## src/rtl/pp_ep_pkg.sv

```systemverilog
package pp_ep_pkg;
  typedef enum logic [1:0] {
    TX_IDLE = 2'd0,
    TX_SEND = 2'd1,
    TX_WAIT = 2'd2
  } tx_state_e;
endpackage

```

## src/rtl/pp_bank_mem.sv

```systemverilog
module pp_bank_mem #(
  parameter int BANK_BYTES = 64,
  parameter int IDX_W      = $clog2(BANK_BYTES)
) (
  input  logic             clk,
  input  logic             we,
  input  logic             wbank,
  input  logic [IDX_W-1:0] widx,
  input  logic [7:0]       wdata,
  input  logic             rbank,
  input  logic [IDX_W-1:0] ridx,
  output logic [7:0]       rdata
);
  logic [7:0] bank_out [2];

  for (genvar b = 0; b < 2; b++) begin : g_bank
    logic [7:0] mem [BANK_BYTES];
    always_ff @(posedge clk) begin
      if (we && (wbank == 1'(b))) mem[widx] <= wdata;
    end
    assign bank_out[b] = mem[ridx];
  end

  assign rdata = bank_out[rbank];
endmodule

```

## src/rtl/pp_fill_ctrl.sv

```systemverilog
module pp_fill_ctrl #(
  parameter int BANK_BYTES = 64,
  parameter int IDX_W      = $clog2(BANK_BYTES),
  parameter int CNT_W      = $clog2(BANK_BYTES + 1)
) (
  input  logic                  clk,
  input  logic                  rst_n,
  input  logic                  wr_valid,
  input  logic                  arm,
  input  logic                  clr_ovf,
  input  logic [1:0]            bank_vld,
  input  logic                  rel,
  input  logic                  rel_bank,
  output logic                  mem_we,
  output logic                  mem_bank,
  output logic [IDX_W-1:0]      mem_idx,
  output logic [1:0][CNT_W-1:0] cnt,
  output logic                  arm_set,
  output logic                  arm_bank,
  output logic                  ovf
);
  logic wp;
  logic bank_free, room, ovf_hit;

  assign bank_free = !bank_vld[wp];
  assign room      = cnt[wp] < CNT_W'(BANK_BYTES);
  assign mem_we    = wr_valid && bank_free && room;
  assign ovf_hit   = wr_valid && bank_free && !room;
  assign mem_bank  = wp;
  assign mem_idx   = cnt[wp][IDX_W-1:0];
  assign arm_set   = arm && bank_free;
  assign arm_bank  = wp;

  always_ff @(posedge clk or negedge rst_n) begin
    if (!rst_n) begin
      wp  <= 1'b0;
      ovf <= 1'b0;
    end else begin
      if (arm_set) wp <= ~wp;
      if (ovf_hit) ovf <= 1'b1;
      else if (clr_ovf) ovf <= 1'b0;
    end
  end

  for (genvar b = 0; b < 2; b++) begin : g_cnt
    always_ff @(posedge clk or negedge rst_n) begin
      if (!rst_n) cnt[b] <= '0;
      else if (rel && (rel_bank == 1'(b))) cnt[b] <= '0;
      else if (mem_we && (wp == 1'(b))) cnt[b] <= cnt[b] + 1'b1;
    end
    AST_CNT_BOUND: assert property (@(posedge clk) disable iff (!rst_n)
      cnt[b] <= CNT_W'(BANK_BYTES));
  end

  AST_ARM_FLIP: assert property (@(posedge clk) disable iff (!rst_n)
    arm_set |=> wp != $past(wp));
  AST_OVF_STICKY: assert property (@(posedge clk) disable iff (!rst_n)
    ovf && !clr_ovf |=> ovf);
endmodule

```

## src/rtl/pp_tx_engine.sv

```systemverilog
module pp_tx_engine
  import pp_ep_pkg::*;
#(
  parameter int BANK_BYTES = 64,
  parameter int IDX_W      = $clog2(BANK_BYTES),
  parameter int CNT_W      = $clog2(BANK_BYTES + 1)
) (
  input  logic                  clk,
  input  logic                  rst_n,
  input  logic                  tok,
  input  logic                  ack,
  input  logic [1:0]            bank_vld,
  input  logic [1:0][CNT_W-1:0] cnt,
  input  logic                  tx_ready,
  output logic                  rd_bank,
  output logic [IDX_W-1:0]      rd_idx,
  output logic                  tx_valid,
  output logic                  tx_last,
  output logic                  rsp_nak,
  output logic                  rsp_zlp,
  output logic                  rel,
  output logic                  rel_bank
);
  tx_state_e        st, st_n;
  logic             rp, rp_n;
  logic [IDX_W-1:0] idx_n;
  logic             nak_n, zlp_n;
  logic [CNT_W-1:0] cur_cnt;

  assign cur_cnt  = cnt[rp];
  assign rd_bank  = rp;
  assign tx_valid = (st == TX_SEND);
  assign tx_last  = tx_valid && ((CNT_W'(rd_idx) + 1'b1) == cur_cnt);
  assign rel      = (st == TX_WAIT) && ack;
  assign rel_bank = rp;

  always_comb begin
    st_n  = st;
    rp_n  = rp;
    idx_n = rd_idx;
    nak_n = 1'b0;
    zlp_n = 1'b0;
    case (st)
      TX_IDLE, TX_WAIT: begin
        if (rel) begin
          st_n = TX_IDLE;
          rp_n = ~rp;
        end else if (tok) begin
          if (bank_vld[rp]) begin
            idx_n = '0;
            if (cur_cnt == '0) begin
              zlp_n = 1'b1;
              st_n  = TX_WAIT;
            end else begin
              st_n = TX_SEND;
            end
          end else begin
            nak_n = 1'b1;
          end
        end
      end
      TX_SEND: begin
        if (tx_ready) begin
          if (tx_last) st_n = TX_WAIT;
          else idx_n = rd_idx + 1'b1;
        end
      end
      default: st_n = TX_IDLE;
    endcase
  end

  always_ff @(posedge clk or negedge rst_n) begin
    if (!rst_n) begin
      st      <= TX_IDLE;
      rp      <= 1'b0;
      rd_idx  <= '0;
      rsp_nak <= 1'b0;
      rsp_zlp <= 1'b0;
    end else begin
      st      <= st_n;
      rp      <= rp_n;
      rd_idx  <= idx_n;
      rsp_nak <= nak_n;
      rsp_zlp <= zlp_n;
    end
  end

  AST_NAK_UNARMED: assert property (@(posedge clk) disable iff (!rst_n)
    rsp_nak |-> !$past(bank_vld[rp]));
  AST_SEND_ARMED: assert property (@(posedge clk) disable iff (!rst_n)
    tx_valid |-> bank_vld[rp]);
  AST_REL_FLIP: assert property (@(posedge clk) disable iff (!rst_n)
    rel |=> rp != $past(rp));
  AST_ONE_ANSWER: assert property (@(posedge clk) disable iff (!rst_n)
    $countones({rsp_nak, rsp_zlp, tx_valid}) <= 1);
endmodule

```

## src/rtl/pp_in_endpoint.sv

```systemverilog
module pp_in_endpoint #(
  parameter int BANK_BYTES = 64,
  localparam int IDX_W     = $clog2(BANK_BYTES),
  localparam int CNT_W     = $clog2(BANK_BYTES + 1)
) (
  input  logic       clk,
  input  logic       rst_n,
  input  logic       fw_wr_valid,
  output logic       fw_wr_ready,
  input  logic [7:0] fw_wr_data,
  input  logic       fw_arm,
  input  logic       fw_clr_done,
  input  logic       fw_clr_ovf,
  output logic       st_pkt_ready,
  output logic       st_tx_done,
  output logic       st_overflow,
  output logic       irq,
  input  logic       usb_in_tok,
  input  logic       usb_ack,
  output logic       rsp_nak,
  output logic       rsp_zlp,
  output logic       tx_valid,
  input  logic       tx_ready,
  output logic [7:0] tx_data,
  output logic       tx_last
);
  logic [1:0]            bank_vld;
  logic [1:0][CNT_W-1:0] cnt;
  logic                  mem_we, mem_bank, arm_set, arm_bank;
  logic [IDX_W-1:0]      mem_idx, rd_idx;
  logic                  rd_bank, rel, rel_bank;
  logic                  done;

  pp_fill_ctrl #(.BANK_BYTES(BANK_BYTES)) u_fill (
    .clk(clk), .rst_n(rst_n), .wr_valid(fw_wr_valid), .arm(fw_arm),
    .clr_ovf(fw_clr_ovf), .bank_vld(bank_vld), .rel(rel), .rel_bank(rel_bank),
    .mem_we(mem_we), .mem_bank(mem_bank), .mem_idx(mem_idx), .cnt(cnt),
    .arm_set(arm_set), .arm_bank(arm_bank), .ovf(st_overflow)
  );

  pp_bank_mem #(.BANK_BYTES(BANK_BYTES)) u_mem (
    .clk(clk), .we(mem_we), .wbank(mem_bank), .widx(mem_idx),
    .wdata(fw_wr_data), .rbank(rd_bank), .ridx(rd_idx), .rdata(tx_data)
  );

  pp_tx_engine #(.BANK_BYTES(BANK_BYTES)) u_tx (
    .clk(clk), .rst_n(rst_n), .tok(usb_in_tok), .ack(usb_ack),
    .bank_vld(bank_vld), .cnt(cnt), .tx_ready(tx_ready),
    .rd_bank(rd_bank), .rd_idx(rd_idx), .tx_valid(tx_valid), .tx_last(tx_last),
    .rsp_nak(rsp_nak), .rsp_zlp(rsp_zlp), .rel(rel), .rel_bank(rel_bank)
  );

  for (genvar b = 0; b < 2; b++) begin : g_vld
    always_ff @(posedge clk or negedge rst_n) begin
      if (!rst_n) bank_vld[b] <= 1'b0;
      else if (arm_set && (arm_bank == 1'(b))) bank_vld[b] <= 1'b1;
      else if (rel && (rel_bank == 1'(b))) bank_vld[b] <= 1'b0;
    end
  end

  always_ff @(posedge clk or negedge rst_n) begin
    if (!rst_n) done <= 1'b0;
    else if (rel) done <= 1'b1;
    else if (fw_clr_done) done <= 1'b0;
  end

  assign fw_wr_ready  = 1'b1;
  assign st_pkt_ready = |bank_vld;
  assign st_tx_done   = done;
  assign irq          = done;

  AST_DONE_ON_REL: assert property (@(posedge clk) disable iff (!rst_n)
    rel |=> st_tx_done && irq);
  AST_ARM_MARKS: assert property (@(posedge clk) disable iff (!rst_n)
    arm_set |=> bank_vld[$past(arm_bank)]);
  AST_STREAM_HOLD: assert property (@(posedge clk) disable iff (!rst_n)
    tx_valid && !tx_ready |=> tx_valid && $stable(tx_data) && $stable(tx_last));
  AST_CLR_KEEPS_BANK: assert property (@(posedge clk) disable iff (!rst_n)
    fw_clr_done && !rel |=> (($past(bank_vld) & ~bank_vld) == 2'b00));
endmodule

```

## config.mk

```make
export PLATFORM = sky130hd
export DESIGN_NAME = pp_in_endpoint
export DESIGN_NICKNAME = d
export VERILOG_FILES = /design/src/rtl/pp_ep_pkg.sv /design/src/rtl/pp_bank_mem.sv /design/src/rtl/pp_fill_ctrl.sv /design/src/rtl/pp_tx_engine.sv /design/src/rtl/pp_in_endpoint.sv
export SDC_FILE = /design/constraint.sdc
export NUM_CORES = 1
export LEC_CHECK = 0
export BUFFER_PORTS_ARGS = -buffer_cell sky130_fd_sc_hd__buf_4
export CAP_MARGIN = 30
export CELL_PAD_IN_SITES_DETAIL_PLACEMENT = 0
export CELL_PAD_IN_SITES_GLOBAL_PLACEMENT = 1
export CORE_AREA = 4 4 352 354
export CTS_CLUSTER_DIAMETER = 120
export CTS_CLUSTER_SIZE = 24
export DETAILED_ROUTE_END_ITERATION = 10
export DIE_AREA = 0 0 356 358
export PLACE_DENSITY = 0.6
export SYNTH_ARGS = -nofsm -noshare
export SYNTH_HDL_FRONTEND = slang
export SYNTH_SLANG_ARGS = --single-unit
export TNS_END_PERCENT = 50
```

## constraint.sdc

```tcl
create_clock -name clk -period 2.35 [get_ports clk]
set_input_delay 0.235 -clock clk [delete_from_list [all_inputs] [get_ports clk]]
set_output_delay 0.235 -clock clk [all_outputs]
set_load 0.03 [all_outputs]
```

== After elaboration in Yosys (flattened, before gate mapping) ==
Memories as Yosys holds them, arrays and structs flattened.
Cells that the tools add are included.

* Add/subtract/negate cells: 4
* Multipliers: 0
* Div/mod/pow operators: 0
* Magnitude comparators: 4
* Eq/ne operators: 11
* Shift operators: 0
* Multiplexer cells: 49
* Bitwise operators: 3
* Reduce and logical (&&, ||, !) cells: 28

{| class="wikitable"
|+ Operator list
! cell !! number
|-
| $mux 7 || 8
|-
| $mux 6 || 5
|-
| $mux 1 || 25
|-
| $mux 8 || 3
|-
| $add 7x1->7 const B || 2
|-
| $reduce_bool 2->1 || 7
|-
| $logic_and 1x1->1 || 12
|-
| $mux 2 || 6
|-
| $pmux 6 s2 || 1
|-
| $ne 2x2->1 const B || 5
|-
| $add 6x1->7 const B || 1
|-
| $eq 7x7->1 || 1
|-
| $logic_not 7->1 || 1
|-
| $lt 7x7->1 const B || 1
|-
| $add 6x1->6 const B || 1
|-
| $reduce_and 6->1 || 1
|-
| $lt 1x2->1 const B || 2
|-
| $pmux 2 s2 || 1
|-
| $reduce_and 4->1 || 1
|-
| $reduce_or 2->1 || 2
|-
| $ne 3x2->1 const B || 1
|-
| $ne 3x3->1 const B || 1
|-
| $eq 2x1->1 const B || 1
|-
| $eq 2x2->1 const B || 1
|-
| 7 further kinds || 9
|}

* Bits in registers: 30
* Latch bits: 0
* RAM bits: 1024
* Memory bits (read-only): 0
* Input bits: 17
* Word-level logic and storage cells: 113
* Memories kept: 2

{| class="wikitable"
|+ Memory list
! name !! words !! width !! read ports !! clocked after memory_dff !! write ports !! RTL line !! RTL
|-
| u_mem.g_bank[0].mem || 64 || 8 || 1 || 0 || 1 || pp_bank_mem.sv:17 || <nowiki>logic [7:0] mem [BANK_BYTES];</nowiki>
|-
| u_mem.g_bank[1].mem || 64 || 8 || 1 || 0 || 1 || pp_bank_mem.sv:17 ||
|}

== Depth between registers and ports, before layout ==
Gate-level depths: netlist of the first run.

* Depth after elaboration: 8
* Mapped depth: 11
* Gate-level depth less buffers: 7

== Cells and area by module ==
A second synthesis of the first run with hierarchy kept.

* Cells, all modules: 1834
* Area total of the unflattened synthesis: 41453.5 µm²

{| class="wikitable"
|+ By module, submodules not included
! module !! times used !! cells each !! area each (µm²) !! sequential area each (µm²)
|-
| pp_bank_mem || 1 || 1634 || 39542.9 || 30749.5
|-
| pp_fill_ctrl || 1 || 92 || 889.6 || 400.4
|-
| pp_tx_engine || 1 || 94 || 878.3 || 275.3
|-
| pp_in_endpoint || 1 || 14 || 142.6 || 75.1
|}

== Worst setup path before layout of the first run ==
Ideal clock, no wire load.

* Path type: register -> output
* Start: reg u_tx.rd_idx[1]
* End: out tx_data[0]
* Arrival time: 2288 ps
* Data required time: 2115 ps
* Path slack: -173 ps
* Stages on the path, launching flop included: 9
* Cell sequence: dfrtp_1 buf_4 buf_6 clkbuf_1 mux4_2 mux2i_1 a211oi_1 o22ai_1 o21ai_0

* Cells in the longest elaborated chain, start to end: 4

{| class="wikitable"
|+ Ends and longest elaborated chain
! element !! RTL line !! RTL
|-
| start, declared || pp_tx_engine.sv:16 || <nowiki>output logic [IDX_W-1:0] rd_idx,</nowiki>
|-
| start signal, assigned || pp_tx_engine.sv:82 || <nowiki>rd_idx <= idx_n;</nowiki>
|-
| $mem_v2 64x8 || - ||
|-
| $mux 8 (implied by the code) * (3 in a row) || pp_bank_mem.sv:24 || <nowiki>assign rdata = bank_out[rbank];</nowiki>
|-
| end, declared || pp_in_endpoint.sv:24 || <nowiki>output logic [7:0] tx_data,</nowiki>
|}

Every way passes the cells marked *; elsewhere a longest branch is shown, timed or not. The select of a mux whose other input is x is not followed.

== Final worst setup path of the first run ==
* Start: reg u_tx.rd_idx[0]
* End: out tx_data[4]

Same word-level chain as after synthesis.

==> flow_metrics.py, run 1 <==
metrics = {
    "yosys": {
        "synth_top_family_by_area": "multiplexers",
        "ys_seq_area_share_pct": 75.1,
        "yosysWarnings": 0,
        "synthesis.nets": 2198,
        "async_flop_share_pct": 2.85,
        "synth_common_cells": "1024 x edfxtp_1, 208 x mux2i_1, 190 x mux4_2",
        "synthCells": 2178,
        "netlist_area_um2": 42000,
        "synthSimpleGateAreaFrac_pct": 3.68,
        "synthFlopType": "edfxtp_1",
        "ys_seq_elements": 1054,
        "yosys.area.top_type": "edfxtp_1",
        "yosysMostFrequentCell": "edfxtp_1",
        "muxShareOfSynthArea_pct": 15.3,
        "synth_area_leaders": "edfxtp_1 73%, mux4_2 10%, mux2i_1 5.0%",
        "synth_fa_ha_area_share_pct": 0.0895,
        "syn_avg_cell_area_um2": 19.3,
        "synth-compound-area-share_pct": 3.69,
        "synthXorXnorAreaFrac_pct": 0.397,
        "synth_edf_count": 1024,
        "yosysUniqueCellTypes": 55,
        "synth_top_area_share_pct": 73.3,
    },
    "worst_setup_path": {
        "cp.required_ns": 2.12,
        "critPathCaptureType": "output port",
        "worstPathArrival_ns": 3.30,
        "crit_type": "flip-flop to output port",
        "crit_fanout": 6,
        "start_kind": "flip-flop",
    },
    "floorplan": {
        "die_area_um2": 127000,
        "ios": 34,
        "rows": 128,
        "die_x_um": 356,
        "die_y_um": 358,
        "start_util_pct": 34.7,
        "core_area_um2": 121000,
    },
    "sta": {
        "setup_ws_ns": -1.18,
        "max_slew_margin_pct": 44.3,
        "post-route-period-util_pct": 150,
        "maxSlewViolCount": 0,
        "finalClockSkew_ns": 0.0338,
        "setup_viol": 17,
        "hold_viol": 0,
        "fmax_ghz": 0.283,
        "rsz0062_at_grt": "yes",
        "tightest_slew_ns": 0.835,
        "fin_hold_ws_ns": 0.0510,
        "period_needed_ns": 3.53,
    },
    "layout": {
        "fin_nets": 2627,
        "drive_gt1_share_pct": 33.8,
        "multi_input_area_um2": 10900,
        "antenna_cells": 0,
        "fin_area_um2": 50600,
        "fillers": 10800,
        "register_area_um2": 31500,
        "area_growth_pct": 20.5,
        "fin_cells": 4244,
    },
    "place": {
        "placed_area_um2": 47200,
        "placed_cells": 4117,
        "dp_hpwl_um": 72800,
        "gp_congestion": 0.827,
        "io_buffers": 32,
        "place_ws_ns": -0.991,
    },
    "routing": {
        "drt_first_iter_violations": 1912,
        "wl_per_cell_um": 26.0,
        "ant_nets": 0,
        "via_per_inst": 5.18,
        "wl_um": 111000,
        "drcViolationCount": 0,
        "vias": 22000,
        "firstDrtPassIters": 5,
    },
    "power_and_ir_drop": {
        "cellLeakagePower_nw": 15.8,
        "ir_drop_uv": 814,
        "power.density_nw_per_um2": 824,
        "total_power_mw": 41.7,
    },
    "global_route": {
        "grt_overflow_total": 0,
        "antenna_found_initial": 0,
        "grt_max_degree": 129,
        "grt_pass1_vias": 22800,
        "grt_use_total_pct": 17.3,
        "grt_pass1_wl_um": 162000,
    },
    "hold_path": {
        "min_path_type": "input pin to flip-flop",
    },
    "clock_tree": {
        "cts.sinks": 1054,
        "clkTransAtPathRegs_ns": 0.11,
        "cts_made_buffers": 49,
        "clockBufferDepth": 3,
        "cts_tree": "done",
        "clockRootBuffer": "clkbuf_16",
        "htreeDepth": 2,
        "insertion_delay_ns": 0.67,
    },
    "run": {
        "max_cap_violations": 0,
    },
    "status": {
        "status": "finished, violations left",
        "violations": "negative setup slack",
    },
}
per-stage QoR:
| step | utilization (%) | setup TNS [ns] |
|---|---|---|
| after floorplan | - | -13.65 |
| after global placement | 39.0 | -8.93 |
| after detailed placement | 39.0 | -9.03 |
| after CTS | 41.3 | -12.65 |
| after global routing | 41.8 | -14.10 |
| final | 41.8 | -12.66 |
power breakdown:
group          total, mW  leakage (nW)  switching, mW  internal (mW)
combinational       11.2          5.56           5.81           5.38
sequential          21.0          9.59          0.198           20.8
clock               9.51         0.646           5.56           3.95
cell type report:
class	count	area share (%)
Timing Repair Buffer	500	9.51
Multi-Input combinational cell	995	21.5
Sequential cell	1054	62.3
Clock buffer	62	2.61
Tap cell	1625	4.02
Inverter	7	0.0520
Clock inverter	1	0.0173
placed cells by master, fill, tap and decap left out, types with 41 or more instances in the layout:
master and count:
buf_12 56, buf_4 379, buf_6 41, clkbuf_16 53
edfxtp_1 1024, mux2i_1 184, mux4_2 190, nand2_1 62
nor2_1 159
timing repair:
action | CTS | global route
endpoints found under the setup margin | 17 | 275
gates cloned | 5 | 2
buffers inserted | 43 | 23
hold buffers | 12 | 0
hold endpoints to repair | 51 | 0
gates resized for setup | 186 | 87
pin swaps | 46 | 48
metal layers:
| layer | GRT usage [%] | wire length, µm | vias up | share of wire (%) |
|---|---|---|---|---|
| li1 | - | - | 9636 | - |
| met1 | 24.5 | 48800 | 11600 | 44 |
| met2 | 28.9 | 53900 | 581 | 49 |
| met3 | 2.17 | 5680 | 103 | 5.1 |
| met4 | 3.50 | 2100 | 0 | 1.9 |
| met5 | 0 | 0 | - | 0 |
worst max-delay path: stages (launching register included):
cell,delay [ns]
dfrtp_4,0.51
buf_6,0.14
buf_12,0.14
buf_12,0.13
buf_6,0.11
buf_6,0.10
mux4_2,0.41
mux2i_1,0.14
o211ai_1,0.23
o221ai_4,0.30
buf_6,0.15
o21ai_4,0.07
buf_6,0.15
cells by family (layout without fill, tap and decap cells):
logic type	count (synthesis)	in the layout
compound gates	229	229
xor+xnor	19	19
fa+ha+maj	3	3
buf+inv	129	570
flops	1054	1054
mux	404	404
other cells	1	1
simple gates	339	339
sequential cells by signal, indices dropped and copies added, names as in the netlist:
register and flops:
bank_vld 2, irq 1, u_fill.arm_bank 1, u_fill.cnt 14
u_fill.ovf 1, u_mem.g_bank.mem 1024, u_tx.rd_bank 1, u_tx.rd_idx 6
u_tx.rsp_nak 1, u_tx.rsp_zlp 1, u_tx.st 2
path summary, 6_finish.rpt:
check / startpoint / to / slack [ns] / cells after the start
worst max-delay path: u_tx.rd_idx[0] / tx_data[4] / -1.18 / 12
worst min-delay path: fw_wr_data[7] / u_mem.g_bank[0].mem[36][7] / 0.05 / 1
worst max register to register: u_tx.rd_idx[0] / u_tx.rd_idx[0] / -0.39 / 12
worst min register to register: bank_vld[1] / bank_vld[1] / 0.61 / 1
max in group asynchronous: rst_n / u_tx.rd_idx[2] / 1.89 / 2
min in group asynchronous: rst_n / u_fill.arm_bank / 0.08 / 2
No activity file was read; power rests on OpenSTA's default activity.
==> run 2, diff against run 1 <==
--- a/config.mk
+++ b/config.mk
@@ -9,13 +9,14 @@
 export CAP_MARGIN = 30
 export CELL_PAD_IN_SITES_DETAIL_PLACEMENT = 0
 export CELL_PAD_IN_SITES_GLOBAL_PLACEMENT = 1
-export CORE_AREA = 4 4 352 354
+export CORE_AREA = 4 4 492 251
 export CTS_CLUSTER_DIAMETER = 120
 export CTS_CLUSTER_SIZE = 24
 export DETAILED_ROUTE_END_ITERATION = 10
-export DIE_AREA = 0 0 356 358
-export PLACE_DENSITY = 0.6
+export DIE_AREA = 0 0 496 255
+export PLACE_DENSITY = 0.59
 export SYNTH_ARGS = -nofsm -noshare
 export SYNTH_HDL_FRONTEND = slang
+export SYNTH_HIERARCHICAL = 1
 export SYNTH_SLANG_ARGS = --single-unit
 export TNS_END_PERCENT = 50
==> run 2 against run 1 <==
Compared with the run above: the run still ends with negative setup slack left; synthesized cell count is 16% lower; worst hold slack got worse by 0.017 ns; area after synthesis down 1.2%; clock power up 0.7%; via count is 5.9% lower; first-iteration DRC count increased by 35%; count of clock-buffer cells in the layout is 4 lower; fmax decreased by 12%; largest power group unchanged; highest routed layer is now met5.
==> flow_metrics.py, run 2 <==
metrics = {
    "status": {
        "status": "finished, violations left",
        "violations": "negative setup slack",
    },
    "global_route": {
        "grt_max_degree": 129,
        "antenna_found_initial": 10,
        "grt_use_total_pct": 18.2,
        "grt_pass1_wl_um": 162000,
        "grt_pass1_vias": 20300,
        "grt_overflow_total": 0,
    },
    "sta": {
        "fin_setup_tns_ns": -17.80,
        "rsz0062_at_grt": "yes",
        "max_slew_margin_pct": 41.8,
        "setup_viol": 17,
        "hold_viol": 0,
        "fmax_ghz": 0.248,
        "period_needed_ns": 4.04,
        "tightest_slew_ns": 0.873,
        "finalClockSkew_ns": 0.0342,
        "maxSlewViolCount": 0,
        "post-route-period-util_pct": 172,
        "setup_ws_ns": -1.69,
    },
    "routing": {
        "met1_length_um": 54500,
        "wl_per_cell_um": 30.3,
        "wl_met2_um": 46000,
        "firstDrtPassIters": 5,
        "drcViolationCount": 0,
        "vias": 20700,
        "route.met3.wl_um": 13900,
        "drt_first_iter_violations": 2588,
        "ant_nets": 0,
        "via_per_inst": 5.42,
        "wl_um": 115000,
        "dr.max_layer_used": "met5",
    },
    "yosys": {
        "async_flop_share_pct": 2.85,
        "netlist_area_um2": 41500,
        "yosysWarnings": 6,
        "synth_top_area_share_pct": 74.2,
        "yosys.area.top_type": "edfxtp_1",
        "syn_avg_cell_area_um2": 22.6,
        "synthFlopType": "edfxtp_1",
        "synth_common_cells": "1024 x edfxtp_1, 336 x mux4_2, 140 x nor2_1",
        "ys_seq_elements": 1054,
        "yosysMostFrequentCell": "edfxtp_1",
        "synthesis.nets": 1854,
        "synth_edf_count": 1024,
        "synthCells": 1834,
        "synth_area_leaders": "edfxtp_1 74%, mux4_2 18%, dfrtp_1 1.8%",
        "ys_seq_area_share_pct": 76.0,
        "yosysUniqueCellTypes": 54,
    },
    "layout": {
        "drive_gt1_share_pct": 43.5,
        "fin_util_pct": 42.3,
        "reg_top3": "u_mem/g_bank.mem (1024), u_fill/cnt (14), u_tx/rd_idx (6)",
        "mostFrequentLayoutCells": "1024 x edfxtp_1, 336 x mux4_2, 193 x buf_4",
        "largest_register": "u_mem/g_bank.mem",
        "fillers": 10200,
        "largest_reg_flops": 1024,
        "final_common_cell": "edfxtp_1",
        "area_growth_pct": 21.9,
        "fin_nets": 2215,
    },
    "clock_tree": {
        "clkTransAtPathRegs_ns": 0.12,
        "clockRootBuffer": "clkbuf_16",
        "cts_made_buffers": 49,
        "htreeDepth": 2,
        "cts_tree": "done",
        "clockBufferDepth": 3,
        "cts.sinks": 1054,
        "insertion_delay_ns": 0.67,
    },
    "worst_setup_path": {
        "reg2reg_slack_ns": -0.51,
        "crit_type": "flip-flop to output port",
        "cp.required_ns": 2.12,
        "critPathCaptureType": "output port",
        "crit_path_end": "tx_data[6]",
        "crit_path_frequent_cell": "mux4_2",
        "crit_fanout": 7,
        "worstPathArrival_ns": 3.80,
        "reg2regPathDepth": 14,
        "crit_chain": "buf_6, buf_12, buf_12, buf_4, mux4_2, mux4_2, mux4_2, mux2_4, buf_6",
        "r2r_end": "u_tx/rd_idx[0]",
        "critPathSlowestCell": "mux4_2",
        "r2r_start": "u_tx/rd_idx[0]",
        "startpoint": "u_tx/rd_idx[0]",
        "start_kind": "flip-flop",
        "critPathMaxStageDelay_ns": 0.59,
    },
    "hold_path": {
        "min_path_type": "input pin to asynchronous set/reset pin",
    },
    "floorplan": {
        "die_x_um": 496,
        "core_area_um2": 119000,
        "die_y_um": 255,
        "start_util_pct": 34.7,
        "die_area_um2": 126000,
        "ios": 34,
        "rows": 90,
    },
    "run": {
        "max_cap_violations": 0,
    },
    "place": {
        "dp_hpwl_um": 76200,
        "io_buffers": 32,
        "gp_congestion": 0.814,
    },
    "power_and_ir_drop": {
        "ir_drop_uv": 647,
        "power.density_nw_per_um2": 950,
        "cellLeakagePower_nw": 15.7,
    },
}
## run 2: changes by cell type after synthesis, moves of 14 or more
cell,change
a211oi_1,-61
a21oi_1,-22
a22oi_1,-30
buf_1,+15
buf_2,-20
inv_1,+17
mux2i_1,-197
mux4_2,+146
nand2_1,-34
nand3_1,-25
nor2_1,-20
nor2b_1,-35
o21ai_0,-22
o22ai_1,-14
## run 2: worst min-delay path by stage
stage / endpoint / slack (ns) / depth (start not counted)
floorplan: bank_vld[0] / -0.06 / 0
finish: u_fill/cnt[2] / 0.03 / 2
detailed placement: u_fill/cnt[5] / 0.22 / 1
global route: u_mem/g_bank[0].mem[28][5] / 0.01 / 1
CTS: u_fill/cnt[5] / 0.006 / 2
global placement: u_fill/cnt[4] / 0.21 / 1
## run 2: kinds of logic (layout without fill, tap and decap cells)
logic type / count (synthesis) / in the layout / synth area share [%]
XOR/XNOR: 13 / 13 / 0.275
flip-flops: 1054 / 1054 / 76.0
AO/OA/AOI/OAI: 46 / 46 / 0.779
other: 1 / 3 / 0.00905
buffers and inverters: 125 / 496 / 1.39
AND/OR/NAND/NOR: 232 / 232 / 2.59
multiplexers: 360 / 360 / 18.9
adder cells (fa/ha/maj): 3 / 3 / 0.0906
## run 2: power by group
group,total (mW),switching (mW),internal (mW)
Clock,9.58,5.77,3.82
Combinational,17.4,8.97,8.40
Sequential,21.0,0.217,20.8
## run 2: cell type report
type                       count  area [µm²]  area share (%)
sequential                  1054       31500            62.4
multi-input combinational    655       10400            20.6
timing repair buffer         412        5170            10.2
tap                         1610        2010            3.99
clock buffer                  58        1260            2.49
inverter                      23         101           0.201
clock inverter                 3        21.3          0.0421
antenna                        2        5.00         0.00991
## run 2: metal layers
layer	GRT usage [%]	vias to the layer above
met3	7.68	86
met4	1.94	6
met2	24.0	832
met5	0	-
met1	28.7	11400
li1	-	8391
## run 2: repair_timing
item,CTS,global route
hold buffers,11,0
pin swaps,24,30
setup endpoints to repair,618,837
resized for setup,126,108
endpoints found under the hold margin,55,0
buffers inserted,34,31
gates cloned,8,2
## run 2: through the flow
stage	setup slack, ns	power, mW	area [µm²]	std cells	hold slack, ns
floorplan	-0.466	31.1	42500	1834	-0.0606
global placement	-1.01	36.5	47300	3673	0.208
detailed placement	-1.00	36.6	47300	3673	0.221
CTS	-1.72	47.7	49800	3786	0.00597
global route	-1.78	50.0	50500	3816	0.00982
finish	-1.69	48.0	50500	3817	0.0343
## run 2: critical path, delay by kind of cell (launching register included)
| family | cells | cell delay (ns) |
|---|---|---|
| mux | 4 | 1.92 |
| buf+inv | 5 | 0.69 |
| flops | 1 | 0.52 |
==> run 3, diff against run 2 <==
--- a/config.mk
+++ b/config.mk
@@ -9,12 +9,12 @@
 export CAP_MARGIN = 30
 export CELL_PAD_IN_SITES_DETAIL_PLACEMENT = 0
 export CELL_PAD_IN_SITES_GLOBAL_PLACEMENT = 1
-export CORE_AREA = 4 4 492 251
+export CORE_AREA = 4 4 531 270
 export CTS_CLUSTER_DIAMETER = 120
 export CTS_CLUSTER_SIZE = 24
 export DETAILED_ROUTE_END_ITERATION = 10
-export DIE_AREA = 0 0 496 255
-export PLACE_DENSITY = 0.59
+export DIE_AREA = 0 0 535 274
+export PLACE_DENSITY = 0.53
 export SYNTH_ARGS = -nofsm -noshare
 export SYNTH_HDL_FRONTEND = slang
 export SYNTH_HIERARCHICAL = 1
==> run 3 against run 2 <==
Compared with the run above: the flow still finishes with violations (negative setup slack); die area up 16%; sequential cell count stayed put; global-route usage fell by 2.7 points; final cell count up 6.2%; count of clock-buffer cells in the layout unchanged; clock skew down 0.0045 ns; via count is 1.5% lower; sequential share of layout area is 0.74 points higher; largest cell class unchanged; worst hold slack better by 0.015 ns; register-to-register slack gained 0.12 ns; combinational power fell by 7%.
==> flow_metrics.py, run 3 (synthesis results as in run 2) <==
metrics = {
    "routing": {
        "dr.max_layer_used": "met5",
        "vias": 20400,
        "route.met3.wl_um": 12000,
        "met1_length_um": 56000,
        "drcViolationCount": 0,
        "wl_per_cell_um": 28.2,
        "drt_first_iter_violations": 2470,
        "ant_nets": 0,
        "via_per_inst": 5.03,
        "wl_met2_um": 45100,
        "firstDrtPassIters": 5,
        "wl_um": 114000,
    },
    "hold_path": {
        "hold_depth": 1,
        "min_path_type": "input pin to flip-flop",
    },
    "global_route": {
        "grt_overflow_total": 0,
        "grt_max_degree": 129,
        "antenna_found_initial": 16,
        "grt_pass1_wl_um": 161000,
        "grt_use_total_pct": 15.5,
        "grt_pass1_vias": 20100,
    },
    "sta": {
        "tightest_slew_ns": 0.949,
        "setup_ws_ns": -1.77,
        "setup_viol": 17,
        "max_slew_margin_pct": 36.7,
        "fmax_ghz": 0.243,
        "hold_viol": 0,
        "post-route-period-util_pct": 175,
        "rsz0062_at_grt": "yes",
        "period_needed_ns": 4.12,
        "finalClockSkew_ns": 0.0297,
        "maxSlewViolCount": 0,
    },
    "place": {
        "place_ws_ns": -1.07,
        "dp_hpwl_um": 77600,
        "io_buffers": 32,
        "placed_area_um2": 47800,
        "gp_congestion": 0.781,
    },
    "clock_tree": {
        "htreeDepth": 2,
        "clkTransAtPathRegs_ns": 0.10,
        "cts.sinks": 1054,
        "clockRootBuffer": "clkbuf_16",
        "clockBufferDepth": 3,
        "cts_made_buffers": 49,
        "cts_tree": "done",
        "insertion_delay_ns": 0.69,
    },
    "power_and_ir_drop": {
        "clockPowerShare_pct": 20.6,
        "ir_drop_uv": 489,
        "net-switching-power_mw": 14.5,
        "total_power_mw": 47.0,
        "comb_power_share_pct": 34.5,
        "cellLeakagePower_nw": 15.3,
        "switching_share_pct": 30.9,
        "seq_power_share_pct": 44.9,
        "p_int_mw": 32.5,
        "power.density_nw_per_um2": 942,
    },
    "layout": {
        "largest_reg_flops": 1024,
        "final_common_cell": "edfxtp_1",
        "area_growth_pct": 20.4,
        "largest_register": "u_mem/g_bank.mem",
        "mostFrequentLayoutCells": "1024 x edfxtp_1, 336 x mux4_2, 194 x buf_4",
        "drive_gt1_share_pct": 40.8,
        "fin_nets": 2173,
        "fin_area_um2": 49900,
        "reg_top3": "u_mem/g_bank.mem (1024), u_fill/cnt (14), u_tx/rd_idx (6)",
    },
    "worst_setup_path": {
        "cp_num_cells": 8,
        "crit_family": "multiplexers",
        "critPathMaxStageDelay_ns": 0.59,
        "critPathCaptureType": "output port",
        "worst-path-buf-inv": 4,
        "crit_path_frequent_cell": "mux4_2",
        "crit_chain": "buf_12, buf_16, buf_12, mux4_2, mux4_2, mux4_2, mux2_4, buf_6",
        "cp.required_ns": 2.12,
        "crit_type": "flip-flop to output port",
        "crit_fanout": 6,
        "critPathSlowestCell": "mux4_2",
        "reg2regPathDepth": 10,
        "worstPathArrival_ns": 3.88,
        "start_kind": "flip-flop",
    },
    "floorplan": {
        "core_area_um2": 139000,
        "die_area_um2": 147000,
        "die_y_um": 274,
        "rows": 97,
        "die_x_um": 535,
        "start_util_pct": 29.8,
        "ios": 34,
    },
    "status": {
        "status": "finished, violations left",
        "violations": "negative setup slack",
    },
    "run": {
        "max_cap_violations": 0,
    },
}
==> run 3: path summary, 6_finish.rpt <==
kind | start | endpoint | slack [ns]
min in group asynchronous | rst_n | u_fill/cnt[13] | 0.06
worst max-delay path | u_tx/rd_idx[0] | tx_data[1] | -1.77
worst min register to register | irq | irq | 0.53
max in group asynchronous | rst_n | u_tx/rd_idx[2] | 1.92
worst max register to register | u_tx/rd_idx[0] | u_tx/rd_idx[0] | -0.39
worst min-delay path | fw_wr_data[0] | u_mem/g_bank[1].mem[44][0] | 0.05
==> run 3: timing repair <==
| action | CTS | global route |
|---|---|---|
| resized for setup | 53 | 46 |
| gates cloned | 3 | 2 |
| hold endpoints to repair | 54 | 0 |
| hold buffers | 11 | 0 |
| setup endpoints to repair | 509 | 520 |
| setup buffers | 6 | 14 |
| pin swaps | 2 | 9 |
==> run 3: final cells by class <==
class	count	area, µm²
clock buffers	58	1260
inverters	23	101
fillers	12600	89000
diodes	7	17.5
flip-flops and latches	1054	31500
clock inverters	4	45.0
multi-input cells	655	10100
well taps	1881	2350
repair buffers	370	4530
==> run 3: per-layer routing <==
layer / vias up / GRT usage [%]
li1: 8295 / -
met1: 11200 / 25.0
met2: 746 / 20.3
met3: 97 / 5.03
met4: 6 / 2.15
met5: - / 0
==> run 3: power by group through the flow <==
| stage | Clock (mW) | Combinational [mW] | Sequential [mW] |
|---|---|---|---|
| global route | 10.7 | 17.2 | 21.1 |
| floorplan | 0 | 9.65 | 21.4 |
| detailed placement | 0 | 15.2 | 21.5 |
| global placement | 0 | 15.1 | 21.5 |
| finish | 9.67 | 16.2 | 21.1 |
| CTS | 10.0 | 16.0 | 21.1 |
==> run 3: through the flow <==
step	cells	TNS (ns)	utilization, %	hold slack [ns]
after global routing	4046	-18.90	35.9	0.0210
after global placement	3949	-15.72	34.4	0.213
final	4052	-16.97	35.9	0.0490
after CTS	4031	-16.92	35.7	0.000577
after floorplan	1834	-96.68	-	-0.0606
after detailed placement	3949	-19.37	34.4	0.224
